$ cat config.mk
export PLATFORM = sky130hd
export DESIGN_NAME = mt16_timer
export DESIGN_NICKNAME = d
export VERILOG_FILES = /design/src/rtl/mt16_pkg.sv /design/src/rtl/mt16_edge.sv /design/src/rtl/mt16_prescale.sv /design/src/rtl/mt16_timer.sv
export SDC_FILE = /design/constraint.sdc
export NUM_CORES = 1
export LEC_CHECK = 0
export BUFFER_PORTS_ARGS = -buffer_cell sky130_fd_sc_hd__clkbuf_2
export CORE_ASPECT_RATIO = 0.8
export CORE_MARGIN = 2
export CORE_UTILIZATION = 50
export CTS_CLUSTER_DIAMETER = 60
export CTS_CLUSTER_SIZE = 8
export DETAILED_ROUTE_END_ITERATION = 12
export PLACE_DENSITY = 0.73
export SLEW_MARGIN = 5
export SYNTH_ARGS = -nofsm -noshare
export SYNTH_HDL_FRONTEND = slang
export SYNTH_SLANG_ARGS = --single-unit
$ cat constraint.sdc
create_clock -name clk -period 5.2 [get_ports clk]
set_input_delay 0.26 -clock clk [delete_from_list [all_inputs] [get_ports clk]]
set_output_delay 0.26 -clock clk [all_outputs]
set_load 0.1 [all_outputs]
$ cat src/rtl/mt16_pkg.sv
package mt16_pkg;

    localparam int CNT_W    = 16;
    localparam int PRE_W    = 11;

    typedef enum logic [1:0] {
        MD_COUNT = 2'd0,
        MD_CAPT  = 2'd1,
        MD_ONCE  = 2'd2,
        MD_LOOP  = 2'd3
    } mode_e;

    typedef struct packed {
        logic       start;
        mode_e      mode;
        logic [2:0] csel;
    } ctrl_t;

    localparam logic [2:0] CSEL_EXT = 3'd7;

    localparam logic [1:0] ADR_A   = 2'd0;
    localparam logic [1:0] ADR_B   = 2'd1;
    localparam logic [1:0] ADR_CTL = 2'd2;
    localparam logic [1:0] ADR_CNT = 2'd3;

    localparam int BIT_CLR   = 7;
    localparam int BIT_START = 6;

    // log2 of the division ratio for each internal clock select
    function automatic logic [3:0] div_shift(input logic [2:0] sel);
        case (sel)
            3'd0:    div_shift = 4'd0;
            3'd1:    div_shift = 4'd1;
            3'd2:    div_shift = 4'd2;
            3'd3:    div_shift = 4'd3;
            3'd4:    div_shift = 4'd6;
            3'd5:    div_shift = 4'd9;
            3'd6:    div_shift = 4'd11;
            default: div_shift = 4'd0;
        endcase
    endfunction

endpackage

$ cat src/rtl/mt16_edge.sv
module mt16_edge #(
    parameter int SYNC_N = 2
) (
    input  logic clk,
    input  logic rst,
    input  logic din,
    output logic rise
);
    logic [SYNC_N:0] chain_q;

    always_ff @(posedge clk) begin
        if (rst) chain_q <= '0;
        else     chain_q <= {chain_q[SYNC_N-1:0], din};
    end

    assign rise = chain_q[SYNC_N-1] & ~chain_q[SYNC_N];

    // a detected edge lasts exactly one cycle
    assert_rise_single_R3: assert property (@(posedge clk) disable iff (rst)
        rise |=> !rise);
endmodule

$ cat src/rtl/mt16_prescale.sv
module mt16_prescale
    import mt16_pkg::*;
#(
    parameter int PW = PRE_W
) (
    input  logic       clk,
    input  logic       rst,
    input  logic       clr,
    input  logic [2:0] sel,
    output logic       tick
);
    logic [PW-1:0] pre_q;
    logic [PW-1:0] lim;

    always_comb lim = PW'((32'd1 << div_shift(sel)) - 32'd1);

    assign tick = (pre_q == lim);

    always_ff @(posedge clk) begin
        if (rst || clr)  pre_q <= '0;
        else if (tick)   pre_q <= '0;
        else             pre_q <= pre_q + 1'b1;
    end

    // any ratio above one cannot tick in back-to-back cycles
    assert_tick_spacing_R2: assert property (@(posedge clk) disable iff (rst)
        (tick && lim != '0 && !clr) |=> !tick);
endmodule

$ cat src/rtl/mt16_timer.sv
module mt16_timer
    import mt16_pkg::*;
#(
    parameter int CW = CNT_W
) (
    input  logic          clk,
    input  logic          rst,
    input  logic          wr_en,
    input  logic [1:0]    addr,
    input  logic [CW-1:0] wr_data,
    output logic [CW-1:0] rd_data,
    input  logic          ext_clk,
    input  logic          cap_in,
    output logic          irq,
    output logic          cmp_out,
    output logic          pwm_out
);
    ctrl_t         ctl_q;
    logic [CW-1:0] a_q, b_q, cnt_q;
    logic          irq_q, cmp_q;

    logic ext_rise, cap_rise, pre_tick;
    logic ctl_wr, sw_clr, csel_chg, pre_clr;
    logic tick, step, at_top, wraps, period_end, cap_hit, ppg_mode;

    assign ctl_wr     = wr_en && (addr == ADR_CTL);
    assign sw_clr     = ctl_wr && wr_data[BIT_CLR];
    assign csel_chg   = ctl_wr && (wr_data[2:0] != ctl_q.csel);
    assign pre_clr    = sw_clr || csel_chg || period_end;

    assign tick       = (ctl_q.csel == CSEL_EXT) ? ext_rise : pre_tick;
    assign step       = ctl_q.start && tick;
    assign at_top     = (cnt_q == a_q);
    assign wraps      = (ctl_q.mode != MD_CAPT) && at_top;
    assign period_end = step && wraps;
    assign cap_hit    = (ctl_q.mode == MD_CAPT) && cap_rise;
    assign ppg_mode   = (ctl_q.mode == MD_ONCE) || (ctl_q.mode == MD_LOOP);

    mt16_edge u_ext (.clk(clk), .rst(rst), .din(ext_clk), .rise(ext_rise));
    mt16_edge u_cap (.clk(clk), .rst(rst), .din(cap_in),  .rise(cap_rise));

    mt16_prescale u_pre (
        .clk (clk),
        .rst (rst),
        .clr (pre_clr),
        .sel (ctl_q.csel),
        .tick(pre_tick)
    );

    // control register
    always_ff @(posedge clk) begin
        if (rst) begin
            ctl_q <= '0;
        end else if (ctl_wr) begin
            ctl_q.start <= wr_data[BIT_START];
            ctl_q.mode  <= mode_e'(wr_data[5:4]);
            ctl_q.csel  <= wr_data[2:0];
        end else if (period_end && ctl_q.mode == MD_ONCE) begin
            ctl_q.start <= 1'b0;
        end
    end

    // data registers; a capture wins over a bus write to B
    always_ff @(posedge clk) begin
        if (rst) begin
            a_q <= '1;
            b_q <= '0;
        end else begin
            if (wr_en && addr == ADR_A) a_q <= wr_data;
            if (cap_hit)                       b_q <= cnt_q;
            else if (wr_en && addr == ADR_B)   b_q <= wr_data;
        end
    end

    // shared counter
    always_ff @(posedge clk) begin
        if (rst || sw_clr)  cnt_q <= '0;
        else if (step)      cnt_q <= wraps ? '0 : cnt_q + 1'b1;
    end

    // event outputs
    always_ff @(posedge clk) begin
        if (rst) begin
            irq_q <= 1'b0;
            cmp_q <= 1'b0;
        end else begin
            irq_q <= period_end || cap_hit;
            if (period_end && ctl_q.mode == MD_COUNT) cmp_q <= ~cmp_q;
        end
    end

    assign irq     = irq_q;
    assign cmp_out = cmp_q;
    assign pwm_out = ctl_q.start && ppg_mode && (cnt_q < b_q);

    always_comb begin
        case (addr)
            ADR_A:   rd_data = a_q;
            ADR_B:   rd_data = b_q;
            ADR_CTL: rd_data = CW'({ctl_q.start, ctl_q.mode, 1'b0, ctl_q.csel});
            default: rd_data = cnt_q;
        endcase
    end

    // ---- assertions ----
    assert_hold_no_step_R2: assert property (@(posedge clk) disable iff (rst)
        (!step && !sw_clr) |=> $stable(cnt_q));

    assert_match_wrap_R4: assert property (@(posedge clk) disable iff (rst)
        (ctl_q.mode == MD_COUNT && step && at_top && !sw_clr) |=> (cnt_q == '0 && irq));

    assert_sw_clear_R6: assert property (@(posedge clk) disable iff (rst)
        sw_clr |=> (cnt_q == '0));

    assert_capture_copy_R7: assert property (@(posedge clk) disable iff (rst)
        cap_hit |=> (b_q == $past(cnt_q) && irq));

    assert_oneshot_stop_R11: assert property (@(posedge clk) disable iff (rst)
        (ctl_q.mode == MD_ONCE && period_end && !ctl_wr) |=> (!ctl_q.start && cnt_q == '0 && !pwm_out));
endmodule

==> results of run 1 <==
cells in the final DEF (no fill, tap or decap), drive strengths merged, types with 3 or more instances in the layout:
cell and count:
a211o 16, a211oi 19, a21o 7, a21oi 28, a22o 10, and3 23, clkbuf 51, dfxtp 73
ha 18, inv 21, mux2i 18, mux4 6, nand2 41, nand2b 3, nand3 13, nand3b 4
nand4 5, nor2 39, nor2b 12, nor3 5, nor4 4, nor4b 3, o2111ai 3, o211ai 3
o21ai 22, o31ai 4, or3 7, or3b 3, or4 4, xnor2 14, xor2 19
stage by stage:
stage	util	cell area, µm²	cells	power (mW)
after detailed placement	0.536	4550	624	0.836
after global placement	0.536	4550	624	0.832
after CTS	0.559	4740	640	1.28
after global routing	0.559	4740	640	1.32
after floorplan	-	4380	507	0.789
final	0.559	4740	640	1.28
critical path: stages (launching register included):
cell      delay [ps]
dfxtp_1          740
or3b_2           500
ha_1             290
nor4b_1          370
o31a_1           200
o32a_1           160
nor4b_4          460
o211ai_4         190
or4_1            520
a21oi_1          170
cell type report:
type | count | area, µm² | area share
multi-input combinational | 376 | 2650 | 0.559
inverter | 20 | 75.1 | 0.0158
clock buffer | 10 | 128 | 0.0269
clock inverter | 6 | 67.6 | 0.0142
timing repair buffer | 43 | 220 | 0.0464
sequential | 73 | 1460 | 0.308
tap | 112 | 140 | 0.0295
flip-flops by register name, indices dropped and copies added (netlist names):
register / count
a_q: 16
b_q: 16
cmp_out: 1
cnt_q: 16
ctl_q: 6
irq: 1
u_cap.chain_q: 3
u_ext.chain_q: 3
u_pre.pre_q: 11
report_power, final:
part / switching [mW] / internal, mW
Sequential: 0.0250 / 0.577
Clock: 0.230 / 0.224
Combinational: 0.153 / 0.0706
per-layer routing:
layer / GRT usage / vias to the layer above
met3: 0.0603 / 14
met2: 0.363 / 141
li1: - / 1861
met4: 0.0723 / 0
met1: 0.379 / 1832
met5: 0 / -
worst paths after layout:
kind / start / to / slack (ps)
worst max-delay path: ctl_q[0] / cnt_q[15] / 1530
worst min-delay path: ext_clk / u_ext.chain_q[0] / 130
worst max register to register: ctl_q[0] / cnt_q[15] / 1530
worst min register to register: u_ext.chain_q[0] / u_ext.chain_q[1] / 440
cell families (layout without fill, tap and decap cells):
logic type	after synthesis	count (layout)	share of synthesized area
adder cells (fa/ha/maj)	18	18	0.0515
AND/OR/NAND/NOR	174	174	0.210
XOR/XNOR	33	33	0.0661
multiplexers	24	24	0.0721
AO/OA/AOI/OAI	127	127	0.206
flip-flops	73	73	0.334
buffers and inverters	58	79	0.0600
==> impl_metrics.env, run 1 <==
export IMPL_outcome="finished, final reports clean"
export IMPL_p_leak_nw=1.98
export IMPL_path_class="register to register"
export IMPL_synth_most_common_cell="dfxtp_1"
export IMPL_dieWidth_um=109
export IMPL_core_area_um2=8480
export IMPL_final_setup_tns_ps=0
export IMPL_die_area_um2=9520
export IMPL_clk_latency_ps=350
export IMPL_place_gp_congestion=0.895
export IMPL_critPathRequiredTime_ps=5480
export IMPL_cts_setup_buffers=0
export IMPL_syn_nets=548
export IMPL_rsz0062_at_grt="false"
export IMPL_async_flop_share=0
export IMPL_vias_per_cell=6.01
export IMPL_dp_hpwl_um=8080
export IMPL_grt_pass1_wl_um=18500
export IMPL_h_tree_depth=3
export IMPL_grt_max_degree=49
export IMPL_highest_layer="met4"
export IMPL_layout_setup_ws_ps=1530
export IMPL_critPathMaxFanout=22
export IMPL_cts_tree="yes"
export IMPL_setup_viol=0
export IMPL_worst_pin_slew_ps=1140
export IMPL_start_util=0.516
export IMPL_timing_hold_violations_final=0
export IMPL_clock_sinks=73
export IMPL_max_cap_viol_count=0
export IMPL_layout_nets=564
export IMPL_clock_skew_ps=14.1
export IMPL_synth_edff_count=0
export IMPL_area_delta_synth_final_pct=8.41
export IMPL_drt_initial_drc_count=240
export IMPL_fin_crit_sh=0.705
export IMPL_min_path_type="primary input to register"
export IMPL_cp_data_arrival_time_ps=3940
export IMPL_drv_slew=0
export IMPL_fmax_ghz=0.273
export IMPL_critPathLaunchType="register"
export IMPL_synth_cells=507
export IMPL_synth_area_per_cell_um2=8.63
export IMPL_n_antenna_cell=0
export IMPL_num_vias=3848
export IMPL_synth_common_cells="dfxtp_1 (73), nand2_1 (41), nor2_1 (39)"
export IMPL_port_buffers=41
export IMPL_pwr_density_cell_nw_per_um2=270
export IMPL_syn_area_um2=4380
export IMPL_cts_resized=0
export IMPL_drc=0
export IMPL_synth_seq_cells=73
export IMPL_ant_nets=0
export IMPL_slew_headroom=0.235
export IMPL_wl_met2_um=5030
export IMPL_numCtsBuffers=9
export IMPL_wirelength_um=11400
export IMPL_post_route_cells_drive_above_1_share=0.138
export IMPL_pin_count=42
export IMPL_avgRoutedWirePerCell_um=17.8
export IMPL_fin_crit_ps=3670
export IMPL_rows=30
export IMPL_r2r_cells=9
export IMPL_ir_worst_vdd_mv=0.167
export IMPL_grt_use_total=0.254
export IMPL_wl_met1_um=5320
export IMPL_synth_main_ff_cell="dfxtp_1"
export IMPL_ys_warnings_count=0
export IMPL_die_h_um=87.7
export IMPL_yosysTopAreaCell="dfxtp_1"
export IMPL_cts_buffer_depth=2
export IMPL_synth_area_top_cells="dfxtp_1 (33%), ha_1 (5.1%), mux2i_1 (4.1%), xor2_1 (3.8%), nand2_1 (3.5%)"
export IMPL_hold_buffers=0
export IMPL_antenna_found_initial=0
export IMPL_yosysTopAreaCellShare=0.334
export IMPL_firstDrtPassIters=5
export IMPL_yosysSeqAreaShare=0.334
export IMPL_cts_root_buf="clkbuf_8"
export IMPL_overflow=0
export IMPL_hold_depth=2
export IMPL_met3_length_um=919
export IMPL_pre_cts_ws_ps=1570
export IMPL_ys_types=57
export IMPL_whs_ps=128
export IMPL_cp_end_kind="register"
export IMPL_path_clk_slew_ps=80
export IMPL_fill_cells=804
export IMPL_grt_pass1_vias=3561
(Power assumes the default switching activity.)
==> run 2, diff against run 1 <==
Clock period 5.2 ns to 3.39 ns, I/O delays scaled along.
==> impl_metrics.env, run 2 (synthesis results as in run 1) <==
export IMPL_path_cells="or3b_2, ha_1, nor4b_2, o31a_1, o32a_1, nor4b_4, buf_4, o211ai_4, or4_1, a21oi_1"
export IMPL_dieWidth_um=109
export IMPL_slew_headroom=0.548
export IMPL_seqPwrFrac=0.420
export IMPL_grt_use_total=0.254
export IMPL_critPathRequiredTime_ps=3670
export IMPL_firstDrtPassIters=5
export IMPL_outcome="finished, final reports clean"
export IMPL_pin_count=42
export IMPL_clock_skew_ps=7.37
export IMPL_fin_crit_ps=3220
export IMPL_numCtsBuffers=9
export IMPL_grt_pass1_vias=3745
export IMPL_critPathMaxFanout=10
export IMPL_avgRoutedWirePerCell_um=17.5
export IMPL_cts_root_buf="clkbuf_8"
export IMPL_crit_buf_inv=1
export IMPL_pre_cts_ws_ps=271
export IMPL_post_route_cells_drive_above_1_share=0.162
export IMPL_critPathTopFamily="simple AND/OR/NAND/NOR gates"
export IMPL_reg_top3="a_q: 16 flops, b_q: 16 flops, cnt_q: 16 flops"
export IMPL_path_clk_slew_ps=80
export IMPL_antenna_found_initial=0
export IMPL_port_buffers=41
export IMPL_p_comb_frac=0.162
export IMPL_cp_slowest_cell="or4_1"
export IMPL_fin_crit_sh=0.949
export IMPL_clk_latency_ps=360
export IMPL_pwr_density_cell_nw_per_um2=446
export IMPL_dp_hpwl_um=8120
export IMPL_grt_max_degree=48
export IMPL_layout_nets=573
export IMPL_cp_end_kind="register"
export IMPL_layout_common_cells="dfxtp_1 (73), nand2_1 (41), clkbuf_2 (41)"
export IMPL_start_util=0.516
export IMPL_worst_pin_slew_ps=679
export IMPL_cts_tree="yes"
export IMPL_final_common_cell="dfxtp_1"
export IMPL_die_area_um2=9520
export IMPL_grt_pass1_wl_um=18700
export IMPL_cts_resized=0
export IMPL_ir_worst_vdd_mv=0.227
export IMPL_switching_share=0.285
export IMPL_path_class="register to register"
export IMPL_num_vias=3923
export IMPL_clock_sinks=73
export IMPL_crit_path_max_incr_delay_ps=520
export IMPL_switching_power_uw=623
export IMPL_h_tree_depth=3
export IMPL_layout_setup_ws_ps=173
export IMPL_p_leak_nw=2.07
export IMPL_drv_slew=0
export IMPL_vias_per_cell=6.04
export IMPL_die_h_um=87.7
export IMPL_core_area_um2=8480
export IMPL_cp_data_arrival_time_ps=3500
export IMPL_cts_buffer_depth=2
export IMPL_critPathLaunchType="register"
export IMPL_n_antenna_cell=0
export IMPL_cts_setup_buffers=0
export IMPL_drt_initial_drc_count=291
export IMPL_final_setup_tns_ps=0
export IMPL_overflow=0
export IMPL_fmax_ghz=0.311
export IMPL_area_delta_synth_final_pct=12.0
export IMPL_p_int_mw=1.56
export IMPL_max_cap_viol_count=0
export IMPL_wirelength_um=11300
export IMPL_min_path_type="primary input to register"
export IMPL_setup_viol=0
export IMPL_rows=30
export IMPL_ant_nets=0
export IMPL_utilization=0.578
export IMPL_clockPowerShare=0.418
export IMPL_timing_hold_violations_final=0
export IMPL_drc=0
export IMPL_hold_buffers=0
export IMPL_whs_ps=21.8
export IMPL_place_gp_congestion=0.868
[run 2: final cells by class]
type | count | area [µm²]
fill | 782 | 3580
multi-input combinational | 376 | 2670
sequential | 73 | 1460
timing repair buffer | 52 | 288
clock inverter | 7 | 141
tap | 112 | 140
clock buffer | 9 | 124
inverter | 20 | 75.1
[run 2: stage by stage]
step | power, mW | instance area, µm² | instances
2_1_floorplan | 1.21 | 4380 | 507
3_3_place_gp | 1.28 | 4620 | 633
4_1_cts | 2.19 | 4880 | 649
5_1_grt | 2.26 | 4900 | 649
3_5_place_dp | 1.29 | 4620 | 633
6_report | 2.19 | 4900 | 649
[run 2: per-layer routing]
layer,GRT usage,part of all wire,vias to the layer above
li1,-,-,1885
met4,0.0711,0.013,0
met5,0,0,-
met2,0.399,0.45,129
met1,0.362,0.47,1895
met3,0.0439,0.064,14
[run 2: path summary, 6_finish.rpt]
path / from / to / slack, ps / cells after the start
max: ctl_q[2] / cnt_q[15] / 170 / 10
max reg2reg: ctl_q[2] / cnt_q[15] / 170 / 10
min: cap_in / u_cap.chain_q[0] / 20 / 2
min reg2reg: u_cap.chain_q[0] / u_cap.chain_q[1] / 450 / 1
[run 2: power by group through the flow]
stage | clock network (mW) | logic [mW] | registers [mW]
global route | 0.958 | 0.377 | 0.921
detailed placement | 0 | 0.348 | 0.937
global placement | 0 | 0.342 | 0.935
finish | 0.914 | 0.354 | 0.918
floorplan | 0 | 0.289 | 0.922
CTS | 0.929 | 0.349 | 0.917
==> run 3, diff against run 2 <==
Settings changed: CTS_CLUSTER_DIAMETER 60 to 50.
Clock period 3.39 ns to 3.15 ns, I/O delays scaled along.
==> impl_metrics.env, run 3 (synthesis results as in run 1) <==
export IMPL_outcome="finished, final reports clean"
export IMPL_fill_cells=752
export IMPL_fin_crit_sh=0.943
export IMPL_clock_sinks=73
export IMPL_p_leak_nw=2.10
export IMPL_cpMostUsedCell="nor4b_4"
export IMPL_n_antenna_cell=0
export IMPL_pre_cts_ws_ps=82.7
export IMPL_grt_pass1_wl_um=19000
export IMPL_critPathMaxFanout=10
export IMPL_vias_per_cell=6.02
export IMPL_numCtsBuffers=9
export IMPL_place_gp_congestion=0.827
export IMPL_grt_use_total=0.260
export IMPL_clock_skew_ps=15.3
export IMPL_fmax_ghz=0.337
export IMPL_grt_pass1_vias=3746
export IMPL_layout_nets=579
export IMPL_crit_buf_inv=1
export IMPL_cp_end_kind="register"
export IMPL_startpoint="ctl_q[0]"
export IMPL_critPathTopFamily="simple AND/OR/NAND/NOR gates"
export IMPL_utilization=0.587
export IMPL_rsz0062_at_grt="false"
export IMPL_wl_met2_um=4830
export IMPL_ir_worst_vdd_mv=0.383
export IMPL_dieWidth_um=109
export IMPL_wl_met1_um=5800
export IMPL_post_route_cells_drive_above_1_share=0.173
export IMPL_path_clk_slew_ps=80
export IMPL_final_area_um2=4980
export IMPL_cp_data_arrival_time_ps=3260
export IMPL_area_delta_synth_final_pct=13.8
export IMPL_highest_layer="met4"
export IMPL_slew_headroom=0.566
export IMPL_pwr_density_cell_nw_per_um2=472
export IMPL_die_area_um2=9520
export IMPL_clk_latency_ps=360
export IMPL_pin_count=42
export IMPL_dp_hpwl_um=8250
export IMPL_cts_setup_buffers=0
export IMPL_max_cap_viol_count=0
export IMPL_path_class="register to register"
export IMPL_antenna_found_initial=0
export IMPL_ant_nets=0
export IMPL_grt_max_degree=34
export IMPL_drv_slew=0
export IMPL_core_area_um2=8480
export IMPL_path_cells="or3b_2, ha_4, nor4b_4, o31a_1, o32a_1, nor4b_4, buf_6, o211ai_4, or4_1, a21oi_1"
export IMPL_cts_tree="yes"
export IMPL_critPathLaunchType="register"
export IMPL_reg_top3="a_q: 16 flops, b_q: 16 flops, cnt_q: 16 flops"
export IMPL_avgRoutedWirePerCell_um=17.7
export IMPL_port_buffers=41
export IMPL_h_tree_depth=3
export IMPL_holdCritStartpoint="cap_in"
export IMPL_crit_path_max_incr_delay_ps=500
export IMPL_start_util=0.516
export IMPL_met3_length_um=728
export IMPL_wirelength_um=11600
export IMPL_whs_ps=13.6
export IMPL_timing_hold_violations_final=0
export IMPL_worst_pin_slew_ps=651
export IMPL_drc=0
export IMPL_cts_buffer_depth=2
export IMPL_critPathRequiredTime_ps=3440
export IMPL_die_h_um=87.7
export IMPL_layout_common_cells="dfxtp_1 (71), nand2_1 (41), clkbuf_2 (41)"
export IMPL_num_vias=3937
export IMPL_dpl_cell_count=638
export IMPL_fin_crit_ps=2970
export IMPL_layout_setup_ws_ps=179
export IMPL_final_setup_tns_ps=0
export IMPL_setup_viol=0
export IMPL_firstDrtPassIters=5
export IMPL_cts_root_buf="clkbuf_8"
export IMPL_drt_initial_drc_count=308
export IMPL_p_total_mw=2.35
export IMPL_dpl_cell_area_um2=4670
export IMPL_final_common_cell="dfxtp_1"
export IMPL_rows=30
export IMPL_worstReg2RegStart="ctl_q[0]"
export IMPL_stdcell_count=654
export IMPL_overflow=0
export IMPL_min_path_type="primary input to register"
export IMPL_cp_slowest_cell="or4_1"
run 3: cell types whose count changed in the layout (fill, tap and decap cells not counted), sizes merged:
cell	before	now
buf	11	16
clkbuf	50	51
clkinvlp	1	0
dlygate4sd3	0	1
inv	21	20
run 3: final timing paths:
path                                    endpoint  slack (ps)  depth (start not counted)
worst max-delay path                   cnt_q[15]         180                         10
worst min-delay path            u_cap.chain_q[0]          10                          2
worst max register to register         cnt_q[15]         180                         10
worst min register to register  u_ext.chain_q[1]         450                          1
run 3: routing by layer:
layer | up-vias | track usage
li1 | 1894 | -
met1 | 1890 | 0.394
met2 | 129 | 0.364
met3 | 24 | 0.0573
met4 | 0 | 0.0862
met5 | - | 0
run 3: what timing repair did:
action | in CTS | in global routing
endpoints found under the hold margin | 1 | 0
resized for setup | 0 | 8
hold buffers | 1 | 0
setup endpoints to repair | 0 | 23
run 3: area by class of cell:
type	instances	area [µm²]	area share
sequential	73	1460	0.294
clock buffer	10	128	0.0256
tap	112	140	0.0282
multi-input combinational	376	2700	0.542
timing repair buffer	58	343	0.0689
clock inverter	5	129	0.0259
inverter	20	75.1	0.0151
run 3: report_power, final:
part / switching [mW] / leakage (nW) / total, mW / internal, mW
clock network: 0.366 / 0.127 / 0.970 / 0.604
logic: 0.265 / 1.38 / 0.393 / 0.128
registers: 0.0353 / 0.595 / 0.988 / 0.953
total: 0.666 / 2.10 / 2.35 / 1.68
